## src/rtl/lp_seq_pkg.sv

```systemverilog
package lp_seq_pkg;

    typedef enum logic [1:0] {
        MD_STOP1 = 2'b01,
        MD_STOP2 = 2'b10,
        MD_VLPS  = 2'b11
    } stop_md_e;

    typedef enum logic [3:0] {
        S_RUN,
        S_MREQ,
        S_SREQ,
        S_GATE,
        S_LPREG,
        S_STOPPED,
        S_XREG,
        S_XCLK,
        S_XCPU,
        S_ACKRST
    } seq_st_e;

    function automatic stop_md_e decode_md(input logic [1:0] raw);
        unique case (raw)
            2'b10:   return MD_STOP2;
            2'b11:   return MD_VLPS;
            default: return MD_STOP1;
        endcase
    endfunction

endpackage

```

## src/rtl/lp_ack_all.sv

```systemverilog
module lp_ack_all #(
    parameter int WIDTH = 2
) (
    input  logic [WIDTH-1:0] ack_i,
    output logic             all_o
);
    logic [WIDTH:0] chain;

    assign chain[0] = 1'b1;

    generate
        for (genvar i = 0; i < WIDTH; i++) begin : g_and
            assign chain[i+1] = chain[i] & ack_i[i];
        end
    endgenerate

    assign all_o = chain[WIDTH];
endmodule

```

## src/rtl/lp_ack_timer.sv

```systemverilog
module lp_ack_timer #(
    parameter int LIMIT = 64
) (
    input  logic clk,
    input  logic rst_n,
    input  logic en_i,
    input  logic clr_i,
    output logic expired_o
);
    localparam int CW = $clog2(LIMIT + 1);
    localparam logic [CW-1:0] LAST = CW'(LIMIT - 1);

    logic [CW-1:0] cnt_q;

    always_ff @(posedge clk or negedge rst_n) begin
        if (!rst_n) begin
            cnt_q <= '0;
        end else if (clr_i || !en_i) begin
            cnt_q <= '0;
        end else if (cnt_q != LAST) begin
            cnt_q <= cnt_q + 1'b1;
        end
    end

    assign expired_o = en_i && !clr_i && (cnt_q == LAST);


    timer_bound_chk: assert property (@(posedge clk) disable iff (!rst_n)
        cnt_q <= LAST);
endmodule

```

## src/rtl/lp_wake_qual.sv

```systemverilog
module lp_wake_qual (
    input  logic wake_async_i,
    input  logic wake_bus_i,
    input  logic is_stop2_i,
    output logic hit_o
);
    assign hit_o = wake_async_i | (wake_bus_i & is_stop2_i);
endmodule

```

## src/rtl/lp_stop_seq.sv

```systemverilog
module lp_stop_seq
    import lp_seq_pkg::*;
#(
    parameter int N_MST   = 2,
    parameter int N_SLV   = 3,
    parameter int ACK_TMO = 64
) (
    input  logic             clk,
    input  logic             rst_n,
    input  logic             start_i,
    input  logic [1:0]       mode_i,
    input  logic             keep_gen_i,
    input  logic             wake_async_i,
    input  logic             wake_bus_i,
    output logic [N_MST-1:0] mst_req_o,
    input  logic [N_MST-1:0] mst_ack_i,
    output logic [N_SLV-1:0] slv_req_o,
    input  logic [N_SLV-1:0] slv_ack_i,
    output logic             cpu_clk_en_o,
    output logic             sys_clk_en_o,
    output logic             bus_clk_en_o,
    output logic             gen_en_o,
    output logic             reg_lp_o,
    output logic             entry_done_o,
    output logic             exit_done_o,
    output logic             ack_rst_o
);

    seq_st_e  state_q, state_d;
    stop_md_e mode_q;
    logic     keep_q;
    logic     slv_asked_q;

    logic mst_all, slv_all, wake_hit, tmo_hit;
    logic in_phase, phase_adv;
    logic is_vlps, is_stop2;
    logic bus_hold, gen_hold;

    assign is_vlps  = (mode_q == MD_VLPS);
    assign is_stop2 = (mode_q == MD_STOP2);
    assign bus_hold = is_stop2;
    assign gen_hold = !(is_vlps && !keep_q);

    lp_ack_all #(.WIDTH(N_MST)) u_mst_all (.ack_i(mst_ack_i), .all_o(mst_all));
    lp_ack_all #(.WIDTH(N_SLV)) u_slv_all (.ack_i(slv_ack_i), .all_o(slv_all));

    lp_wake_qual u_wake (
        .wake_async_i (wake_async_i),
        .wake_bus_i   (wake_bus_i),
        .is_stop2_i   (is_stop2),
        .hit_o        (wake_hit)
    );

    assign in_phase  = (state_q == S_MREQ) || (state_q == S_SREQ);
    assign phase_adv = (state_q == S_MREQ) && mst_all && !wake_hit;

    lp_ack_timer #(.LIMIT(ACK_TMO)) u_timer (
        .clk       (clk),
        .rst_n     (rst_n),
        .en_i      (in_phase),
        .clr_i     (phase_adv),
        .expired_o (tmo_hit)
    );

    // next-state logic
    always_comb begin
        state_d = state_q;
        unique case (state_q)
            S_RUN:     if (start_i) state_d = S_MREQ;
            S_MREQ: begin
                if (wake_hit)     state_d = S_XCLK;
                else if (mst_all) state_d = S_SREQ;
                else if (tmo_hit) state_d = S_ACKRST;
            end
            S_SREQ: begin
                if (wake_hit)     state_d = S_XCLK;
                else if (slv_all) state_d = S_GATE;
                else if (tmo_hit) state_d = S_ACKRST;
            end
            S_GATE:    state_d = is_vlps ? S_LPREG : S_STOPPED;
            S_LPREG:   state_d = S_STOPPED;
            S_STOPPED: if (wake_hit) state_d = is_vlps ? S_XREG : S_XCLK;
            S_XREG:    state_d = S_XCLK;
            S_XCLK:    state_d = S_XCPU;
            S_XCPU:    state_d = S_RUN;
            S_ACKRST:  state_d = S_RUN;
            default:   state_d = S_RUN;
        endcase
    end

    // state register
    always_ff @(posedge clk or negedge rst_n) begin
        if (!rst_n) begin
            state_q     <= S_RUN;
            mode_q      <= MD_STOP1;
            keep_q      <= 1'b0;
            slv_asked_q <= 1'b0;
        end else begin
            state_q <= state_d;
            if (state_q == S_RUN && start_i) begin
                mode_q <= decode_md(mode_i);
                keep_q <= keep_gen_i;
            end
            if (state_d == S_SREQ)
                slv_asked_q <= 1'b1;
            else if (state_d == S_RUN || state_d == S_XCPU || state_d == S_ACKRST)
                slv_asked_q <= 1'b0;
        end
    end

    // outputs
    always_comb begin
        cpu_clk_en_o = 1'b0;
        sys_clk_en_o = 1'b1;
        bus_clk_en_o = 1'b1;
        gen_en_o     = 1'b1;
        reg_lp_o     = 1'b0;
        mst_req_o    = '0;
        slv_req_o    = '0;
        entry_done_o = 1'b0;
        exit_done_o  = 1'b0;
        ack_rst_o    = 1'b0;
        unique case (state_q)
            S_RUN: begin
                cpu_clk_en_o = !start_i;
            end
            S_MREQ: begin
                mst_req_o = '1;
            end
            S_SREQ: begin
                mst_req_o = '1;
                slv_req_o = '1;
            end
            S_GATE: begin
                mst_req_o    = '1;
                slv_req_o    = '1;
                sys_clk_en_o = 1'b0;
                bus_clk_en_o = bus_hold;
                gen_en_o     = gen_hold;
            end
            S_LPREG: begin
                mst_req_o    = '1;
                slv_req_o    = '1;
                sys_clk_en_o = 1'b0;
                bus_clk_en_o = bus_hold;
                gen_en_o     = gen_hold;
                reg_lp_o     = 1'b1;
            end
            S_STOPPED: begin
                mst_req_o    = '1;
                slv_req_o    = '1;
                sys_clk_en_o = 1'b0;
                bus_clk_en_o = bus_hold;
                gen_en_o     = gen_hold;
                reg_lp_o     = is_vlps;
                entry_done_o = 1'b1;
            end
            S_XREG: begin
                mst_req_o    = '1;
                slv_req_o    = '1;
                sys_clk_en_o = 1'b0;
                bus_clk_en_o = bus_hold;
            end
            S_XCLK: begin
                mst_req_o = '1;
                slv_req_o = {N_SLV{slv_asked_q}};
            end
            S_XCPU: begin
                cpu_clk_en_o = 1'b1;
                exit_done_o  = 1'b1;
            end
            S_ACKRST: begin
                cpu_clk_en_o = 1'b1;
                ack_rst_o    = 1'b1;
            end
            default: begin
                cpu_clk_en_o = 1'b1;
            end
        endcase
    end


    cpu_before_sys_chk: assert property (@(posedge clk) disable iff (!rst_n)
        $fell(sys_clk_en_o) |-> !cpu_clk_en_o);


    slv_after_mst_chk: assert property (@(posedge clk) disable iff (!rst_n)
        $rose(slv_req_o[0]) |-> $past(&mst_ack_i));


    sys_gate_ack_chk: assert property (@(posedge clk) disable iff (!rst_n)
        $fell(sys_clk_en_o) |-> $past(&slv_ack_i));


    reg_lp_quiet_chk: assert property (@(posedge clk) disable iff (!rst_n)
        reg_lp_o |-> (!sys_clk_en_o && !cpu_clk_en_o));


    cpu_last_chk: assert property (@(posedge clk) disable iff (!rst_n)
        $rose(cpu_clk_en_o) |-> (sys_clk_en_o && !reg_lp_o && gen_en_o));


    tmo_after_req_chk: assert property (@(posedge clk) disable iff (!rst_n)
        $rose(ack_rst_o) |-> $past(mst_req_o != '0));


    done_excl_chk: assert property (@(posedge clk) disable iff (!rst_n)
        !(entry_done_o && exit_done_o));

endmodule

```

## config.mk

```make
export PLATFORM = sky130hd
export DESIGN_NAME = lp_stop_seq
export DESIGN_NICKNAME = d
export VERILOG_FILES = /design/src/rtl/lp_seq_pkg.sv /design/src/rtl/lp_ack_all.sv /design/src/rtl/lp_ack_timer.sv /design/src/rtl/lp_wake_qual.sv /design/src/rtl/lp_stop_seq.sv
export SDC_FILE = /design/constraint.sdc
export NUM_CORES = 1
export LEC_CHECK = 0
export ABC_AREA = 1
export BUFFER_PORTS_ARGS = -buffer_cell sky130_fd_sc_hd__buf_2
export CELL_PAD_IN_SITES_DETAIL_PLACEMENT = 0
export CELL_PAD_IN_SITES_GLOBAL_PLACEMENT = 2
export CORE_MARGIN = 5
export CORE_UTILIZATION = 25
export DETAILED_ROUTE_END_ITERATION = 10
export PLACE_DENSITY = 0.72
export SYNTH_ARGS = -nofsm -noshare
export SYNTH_HDL_FRONTEND = slang
export SYNTH_HIERARCHICAL = 1
export SYNTH_SLANG_ARGS = --single-unit
```

## constraint.sdc

```tcl
create_clock -name clk -period 1.86 [get_ports clk]
set_input_delay 0.186 -clock clk [delete_from_list [all_inputs] [get_ports clk]]
set_output_delay 0.186 -clock clk [all_outputs]
set_load 0.01 [all_outputs]
```

* Word-level counts from Yosys, hierarchy flattened
Cells that the tools add are included.
Word-level totals: flip-flop bits (word level) 15
Operators by class: $add $sub $neg 1, equality and inequality tests 18, bitwise logic cells 5, mux-type cells 25, reduce and logical (&&, ||, !) cells 24
Operators with widths (number):
- case mux 4 bit (8 select lines) | 1
- 2-to-1 mux 4 bit | 7
- == test 4 x 3 -> 1 bit (second input constant) | 4
- == test 4 bit (second input constant) | 4
- 2-to-1 mux 7 bit | 2
- == test 4 x 2 -> 1 bit (second input constant) | 3
- 2-to-1 mux 1 bit | 10
- == test 2 bit (second input constant) | 4
- zero test 4 bit | 2
- adder 7 x 1 -> 7 bit (second input constant) | 1
- == test 7 x 6 -> 1 bit (second input constant) | 1
- != test 7 x 6 -> 1 bit (second input constant) | 1
- OR reduction 7 bit | 1
- logical AND 1 bit | 6
- zero test 1 bit | 6
- case mux 3 bit (2 select lines) | 1
- OR reduction 5 bit | 1
- AND 1 bit | 4
- == test 4 x 1 -> 1 bit (second input constant) | 1
- logical OR 1 bit | 4
- case mux 1 bit (2 select lines) | 2
- case mux 2 bit (2 select lines) | 1
- nonzero test 2 bit | 2
- OR reduction 4 bit | 1
- other kinds (3) | 3

* Logic depth before layout (Yosys ltp)
Gate-level depths: netlist (run 1).
depth after elaboration 17, depth in mapped cells 17, gate-level depth less buffers 17

* By module
The synthesis (run 1) kept the hierarchy.
By module, submodules not included:
- lp_stop_seq | area an instance 619.3 um^2, times used 1, cells an instance 105, sequential area each 201.4 um^2
- lp_ack_timer | area an instance 412.9 um^2, times used 1, cells an instance 50, sequential area each 175.2 um^2
- lp_ack_all at u_slv_all | area an instance 13.8 um^2, times used 1, cells an instance 3, sequential area each 0.0 um^2
- lp_wake_qual | area an instance 11.3 um^2, times used 1, cells an instance 3, sequential area each 0.0 um^2
- lp_ack_all at u_mst_all | area an instance 7.5 um^2, times used 1, cells an instance 2, sequential area each 0.0 um^2

* Least setup slack after synthesis (run 1)
No wires, ideal clock.
path type register -> register, from register mode_q[0], to register slv_asked_q, buffers on the path 0, arrival 1.932 ns, setup slack -0.136 ns, library setup time 0.065 ns, stages on the path, launching flop included 17, path through dfstp_2 nor2_1 nand2_1 nand2_1 nor4_1 nor2_4 nand2_2 inv_1 inv_1 nand2_1 nand3_1 nand2_1 nand2_1 nor2_1 nor2_1 nand2_1 nand2_1
On the way: word-level cells in the longest chain between the ends 16, elaborated cells on any way between the ends 26
Ends and longest elaborated chain:
- from (decl) | line lp_stop_seq.sv:30 | stop_md_e mode_q;
- from (signal assigned) | line lp_stop_seq.sv:101 | mode_q <= decode_md(mode_i);
- == test 2 bit (*) | line lp_stop_seq.sv:40 | assign is_stop2 = (mode_q == MD_STOP2);
- net bus_hold | line lp_stop_seq.sv:37 | logic bus_hold, gen_hold;
- AND 1 bit (*) | line lp_wake_qual.sv:7 | assign hit_o = wake_async_i | (wake_bus_i & is_stop2_i);
- bitwise OR 1 bit (*) | line lp_wake_qual.sv:7
- net wake_hit | line lp_stop_seq.sv:34 | logic mst_all, slv_all, wake_hit, tmo_hit;
- zero test 1 bit (*) | line lp_stop_seq.sv:55 | assign phase_adv = (state_q == S_MREQ) && mst_all && !wake_hit;
- logical AND 1 bit (*) | line lp_stop_seq.sv:55
- net phase_adv | line lp_stop_seq.sv:35 | logic in_phase, phase_adv;
- [... 3 more ...]
- net tmo_hit | line lp_stop_seq.sv:34
- 2-to-1 mux 4 bit (*) | line lp_stop_seq.sv:73, lp_stop_seq.sv:78
- 2-to-1 mux 4 bit, on equally long branches | line lp_stop_seq.sv:77, lp_stop_seq.sv:72
- 2-to-1 mux 4 bit, on equally long branches | line lp_stop_seq.sv:76, lp_stop_seq.sv:71
- case mux 4 bit (8 select lines) (*) | line lp_stop_seq.sv:68 | unique case (state_q)
- == test 4 bit or zero test 4 bit (tied branches) | line lp_stop_seq.sv:106 | else if (state_d == S_RUN || state_d == S_XCPU || state_d == S_ACKRST)
- logical OR 1 bit (2 in series) | line lp_stop_seq.sv:106
- nonzero test 2 bit (no line)
- to (signal assigned) | line lp_stop_seq.sv:97 | slv_asked_q <= 1'b0;
- to (signal assigned) | line lp_stop_seq.sv:105 | slv_asked_q <= 1'b1;
- to (signal assigned) | line lp_stop_seq.sv:107 | slv_asked_q <= 1'b0;
- to (decl) | line lp_stop_seq.sv:32 | logic slv_asked_q;
Mark *: on every way through the listed nets, which the timed path passes. The rest lies on a longest branch. A chain may end at the register's enable or synchronous reset.

* Worst setup path in the final report (run 1)
Same ends and word-level chain as after synthesis.

==> results of run 1 <==
## routing by layer
layer,GRT usage [%],wire (microns),up-vias
met5,0,0,-
met4,0.583,0,0
met3,4.01,203,0
met2,17.9,1380,29
met1,16.1,1460,496
li1,-,-,594
## flip-flops by register name, summed over array words and instances, names as in the netlist
register       count
keep_q             1
u_timer/cnt_q      7
slv_asked_q        1
mode_q             2
state_q            4
## final cells by class
class / instances / share of cell area, %
timing repair buffer: 45 / 18.7
clock buffer: 4 / 3.04
tap: 50 / 4.22
multi-input combinational: 117 / 41.4
inverter: 28 / 7.09
sequential: 15 / 25.6
## worst max-delay path: cells and delay by family, from the launching register on
family        cells  cell delay [ns]
buf+inv           2             0.09
simple gates     14             1.17
flops             1             0.54
## what timing repair did
action | 4_1_cts | 5_1_grt
pin swaps | 1 | 11
buffers inserted | 0 | 5
hold buffers | 1 | 0
setup endpoints to repair | 4 | 6
gates resized for setup | 1 | 15
hold endpoints to repair | 14 | 0
## metrics by stage
| stage | area [sq um] | utilization, % |
|---|---|---|
| after floorplan | 1080 | - |
| after global placement | 1350 | 33.3 |
| after detailed placement | 1350 | 33.3 |
| after CTS | 1410 | 34.7 |
| after global routing | 1480 | 36.5 |
| final | 1480 | 36.5 |
## cells in the final DEF (no fill, tap or decap), types with 2 or more instances in the layout
cell type  count
dfrtp_1       12
inv_2          4
o21ai_0        7
nand2_2        6
nor2_2         6
nand3_2        4
a21oi_1        3
buf_4         19
inv_1         24
clkbuf_8       3
buf_2         25
nor2_1        21
nand3_1       13
dfrtp_2        2
nor3_1         3
nand2_1       44
## cell families after synthesis
logic type                 count (synthesis)  synth area share (%)
DFF                                       15                  35.4
adders and majority gates                  1                  1.17
and+or+nand+nor                          101                  42.9
AOI/OAI and AO/OA                         15                  8.58
buffers and inverters                     31                  12.0
## power breakdown
group          leakage (uW)  switching [uW]  internal [uW]  total [uW]
clock             0.0000228             107            151         259
combinational      0.000623             867            647        1510
sequential         0.000192            97.0            436         533
## worst min-delay path by stage
stage	from	to	slack, ns	depth (start not counted)
4_1_cts	keep_gen_i	keep_q	0.13	3
2_1_floorplan	rst_n	keep_q	-0.11	0
5_1_grt	keep_gen_i	keep_q	0.14	3
3_5_place_dp	rst_n	u_timer/cnt_q[2]	0.12	1
6_report	keep_gen_i	keep_q	0.13	3
3_3_place_gp	rst_n	u_timer/cnt_q[1]	0.11	1
==> results by group, run 1 <==
Outcome
  – Status: complete, no violations

Placement
  – GP Congestion: 0.849
  – Hpwl dp: 2540 microns
  – Cells after DPL: 249
  – PortBufs: 25
  – DP Worst Slack: 0.00586 ns

GRT
  – Largest net degree at the start of global routing: 16
  – Number of global-route vias before repair: 1083
  – Global route total overflow: 0
  – GRT Total Usage: 11.5%
  – Antenna violations before repair: 0
  – First-pass GRT wire length: 4970 microns

Job
  – Max cap viols: 0

Route
  – Vias: 1119
  – Post-route DRC violation count: 0
  – Post-Route WL: 3040 microns
  – DRT Pass-1 Iters: 4
  – Starting DRC count in detailed routing: 42
  – Avg WL per Cell: 11.7 microns
  – Post-route ant nets: 0
  – Vias per Instance: 4.32

Synth
  – #FFs+latches synth: 15
  – Sequential area share after synthesis: 35.4%
  – Syn. warnings: 6
  – Synth cell count leaders: nand2_1, inv_1, nor2_1
  – Synth area leader: dfrtp_1
  – Post-synth net total: 177
  – Top-area cell type share of the netlist area: 32.9%
  – EDFF count, synth: 0
  – Most used DFF post-synth: dfrtp_1
  – Post-Syn Instances: 163
  – Top-count cell post-synth: nand2_1
  – Netlist Area Pre-Place: 1060 sq um
  – Avg Cell Area, Syn: 6.53 sq um
  – Yosys cell types: 24
  – Area contributors post-synth: dfrtp_1, nand2_1, inv_1
  – Post-synthesis async set-or-reset flop share: 100%

Die
  – Site row count: 23
  – Initial Util: 26.2%
  – Die height: 75.3 microns
  – CORE AREA: 4060 sq um
  – Ports: 26
  – Die area: 5660 sq um
  – Die Span X: 75.3 microns

Clock network
  – Worst-skew pair later-pin latency: 0.24 ns
  – CTS tree: yes
  – H-tree Lvls: 1
  – Clock-pin slew on the worst setup and hold paths: 0.06 ns
  – Bufs on Longest Clock Path: 2
  – Cts bufs inserted: 3
  – CTS sink count: 15
  – CTS root buf: clkbuf_8

Cells and area
  – Nets: 224
  – Area of the multi-input gates: 613 sq um
  – Layout cells sized above 1: 36.4%
  – Area delta synth->final: 39.2%
  – Non-Filler Instances: 259
  – Antenna cells: 0
  – Register cell area after layout: 379 sq um
  – Fillers: 463

Worst setup path
  – Worst r2r src: mode_q[0]
  – Crit path max fanout: 3
  – Beginning of the critical path: mode_q[0]
  – Reg2reg setup slack: 0.008 ns
  – CP Data Arrival Time: 2.04 ns
  – CP Class: register to register
  – Register-to-Register Path Depth: 16
  – Crit path capture: slv_asked_q
  – Reg2reg end: slv_asked_q
  – CP Capture Type: register
  – Critical-path cell list: nor2_2 > nand2_1 > nand2_2 > nor4_4 > nor2_4 > nand2_2 > inv_2 > inv_2 > nand2_2 > nand3_2 > nand2_1 > nand2_1 > nor2_2 > nor2_1 > nand2_1 > nand2_1
  – CP dominant cell by count: nand2_1
  – Highest cell delay on the worst timing path: 0.54 ns
  – Critical-path cell with the highest stage delay: dfstp_2
  – CP Data Required Time: 2.04 ns
  – Worst setup SP type: register

Pwr
  – LEAKAGE: 0.000838 uW
  – Overall power: 2310 uW
  – Power Dens Cells: 1560 nW/um^2
  – Max VDD drop: 0.000671 V

STA
  – Final worst slack: 0.00807 ns
  – Relative slew slack: 75.4%
  – Least-Margin Pin Slew: 0.368 ns
  – Fmax achieved: 540 MHz
  – Min Hold Slack: 0.135 ns
  – Post-layout min period: 1.85 ns
  – Hold Violations, Final: 0
  – RSZ-0062 raised after global routing: yes
  – Max-slew violation count: 0
  – TNS Setup: 0 ns
  – Final Skew: 0.00340 ns
  – # setup viols final: 0
  – Final Cycle Share: 99.6%

Min path
  – Hold Crit Class: input pin to register
Power figures use the tool's default switching activity.
==> inputs of run 2 (changes only) <==
Settings changed: CORE_UTILIZATION 25 to 27, MAX_ROUTING_LAYER set to met4, PLACE_DENSITY 0.72 to 0.74.
Clock period 1.86 ns to 1.9 ns, I/O delays scaled along.
==> results by group, run 2 (synthesis gave the netlist of run 1 again) <==
Outcome
  – Status: complete, no violations (unchanged)

Cells and area
  – Nets: 220 (was 224)
  – Non-Filler Instances: 253 (was 259)
  – Layout cells sized above 1: 33.7% (was 36.4%)
  – Top flop regs: u_timer/cnt_q x7, state_q x4, mode_q x2 (unchanged)
  – Final Util: 38.5% (was 36.5%)
  – Commonest non-fill, non-tap cell in the layout: nand2_1 (unchanged)
  – Area delta synth->final: 35.4% (was 39.2%)
  – Largest Register: u_timer/cnt_q (unchanged)
  – Largest register FFs: 7 (unchanged)
  – Most frequent cells in the layout: nand2_1, buf_2, inv_1 (unchanged)
  – Antenna cells: 0 (unchanged)

Pwr
  – Max VDD drop: 0.000515 V (was 0.000671 V)
  – Power Dens Cells: 1480 nW/um^2 (was 1560 nW/um^2)
  – LEAKAGE: 0.000820 uW (was 0.000838 uW)

STA
  – Final Skew: 0.00584 ns (was 0.00340 ns)
  – Hold Violations, Final: 0 (unchanged)
  – # setup viols final: 0 (unchanged)
  – Post-layout min period: 1.85 ns (about the same)
  – Min Hold Slack: 0.147 ns (was 0.135 ns)
  – Least-Margin Pin Slew: 0.353 ns (was 0.368 ns)
  – Relative slew slack: 76.4% (was 75.4%)
  – RSZ-0062 raised after global routing: yes (unchanged)
  – Final Cycle Share: 97.5% (was 99.6%)
  – Max-slew violation count: 0 (unchanged)
  – Fmax achieved: 540 MHz (about the same)
  – TNS Setup: 0 ns (unchanged)

Die
  – Site row count: 22 (was 23)
  – Ports: 26 (unchanged)
  – CORE AREA: 3740 sq um (was 4060 sq um)
  – Die height: 72.8 microns (was 75.3 microns)
  – Initial Util: 28.4% (was 26.2%)
  – Die area: 5300 sq um (was 5660 sq um)
  – Die Span X: 72.8 microns (was 75.3 microns)

GRT
  – Number of global-route vias before repair: 1054 (was 1083)
  – First-pass GRT wire length: 5030 microns (was 4970 microns)
  – Antenna violations before repair: 0 (unchanged)
  – Largest net degree at the start of global routing: 16 (unchanged)
  – GRT Total Usage: 12.5% (was 11.5%)
  – Global route total overflow: 0 (unchanged)

Worst setup path
  – Worst setup SP type: register (unchanged)
  – CP Class: register to register (unchanged)
  – CP Data Required Time: 2.09 ns (was 2.04 ns)
  – Crit path max fanout: 4 (was 3)
  – CP Capture Type: register (unchanged)
  – CP Data Arrival Time: 2.04 ns (about the same)

Route
  – Post-Route WL: 3010 microns (was 3040 microns)
  – Vias: 1145 (was 1119)
  – Starting DRC count in detailed routing: 34 (was 42)
  – Post-route DRC violation count: 0 (unchanged)
  – Vias per Instance: 4.53 (was 4.32)
  – Post-route ant nets: 0 (unchanged)
  – DRT Pass-1 Iters: 4 (unchanged)
  – Avg WL per Cell: 11.9 microns (was 11.7 microns)

Placement
  – Cells after DPL: 247 (was 249)
  – PortBufs: 25 (unchanged)
  – Hpwl dp: 2500 microns (was 2540 microns)
  – GP Congestion: 0.833 (was 0.849)

Min path
  – Hold Crit Class: input pin to register (unchanged)

Clock network
  – CTS tree: yes (unchanged)
  – Clock-pin slew on the worst setup and hold paths: 0.06 ns (about the same)
  – CTS root buf: clkbuf_8 (unchanged)
  – H-tree Lvls: 1 (unchanged)
  – Cts bufs inserted: 3 (unchanged)
  – CTS sink count: 15 (unchanged)
  – Worst-skew pair later-pin latency: 0.24 ns (about the same)
  – Bufs on Longest Clock Path: 2 (unchanged)

Job
  – Max cap viols: 0 (unchanged)
[run 2: critical path, cell delays in order (launching register included)]
cell and delay (ns):
dfstp_2 0.55, nor2_2 0.04, nand2_1 0.07, nand2_2 0.08, nor4_4 0.20, buf_4 0.16
nor2_4 0.04, nand2_2 0.07, inv_2 0.05, inv_2 0.04, nand2_2 0.06, nand3_2 0.06
nand2_1 0.06, nand2_2 0.07, nor2_2 0.04, nor2_1 0.09, nand2_1 0.06, nand2_1 0.06
[run 2: per-stage QoR]
step | worst slack, ns | power (uW) | instance area (sq um)
5_1_grt | -0.140 | 2350 | 1440
3_3_place_gp | 0.0725 | 1850 | 1340
6_report | 0.0475 | 2140 | 1440
2_1_floorplan | 0.0285 | 1320 | 1070
4_1_cts | 0.00801 | 2120 | 1400
3_5_place_dp | 0.0232 | 1840 | 1340
[run 2: worst paths after layout]
kind                             from  slack [ns]  depth (start not counted)          endpoint
min reg2reg                    keep_q        0.50                          2            keep_q
min in group asynchronous       rst_n        0.38                          2  u_timer/cnt_q[3]
min                        keep_gen_i        0.15                          3            keep_q
max in group asynchronous       rst_n        1.21                          2         mode_q[0]
max                         mode_q[0]        0.05                         17       slv_asked_q
max reg2reg                 mode_q[0]        0.05                         17       slv_asked_q
[run 2: where the power goes]
part           total, uW  switching [uW]  internal [uW]
Combinational       1360             814            546
Clock                256             108            148
Sequential           521            95.9            425
Total               2140            1020           1120
[run 2: area by class of cell]
type | instances | area, sq um
Clock buffer | 4 | 45.0
Inverter | 28 | 105
Fill cell | 421 | 2300
Sequential cell | 15 | 378
Multi-Input combinational cell | 117 | 606
Tap cell | 48 | 60.1
Timing Repair Buffer | 41 | 248
[run 2: repair_timing]
action                                  in CTS  in global routing
endpoints found under the hold margin       14                  0
resized for setup                            0                 14
setup buffers                                0                  1
endpoints found under the setup margin       0                  6
hold buffers                                 1                  0
[run 2: layer usage]
metal	vias up	part of all wire, %	track usage (%)
met4	0	0	0.615
met5	-	0	-
met2	30	44	18.8
met1	523	49	17.4
met3	0	7.4	3.58
li1	592	-	-
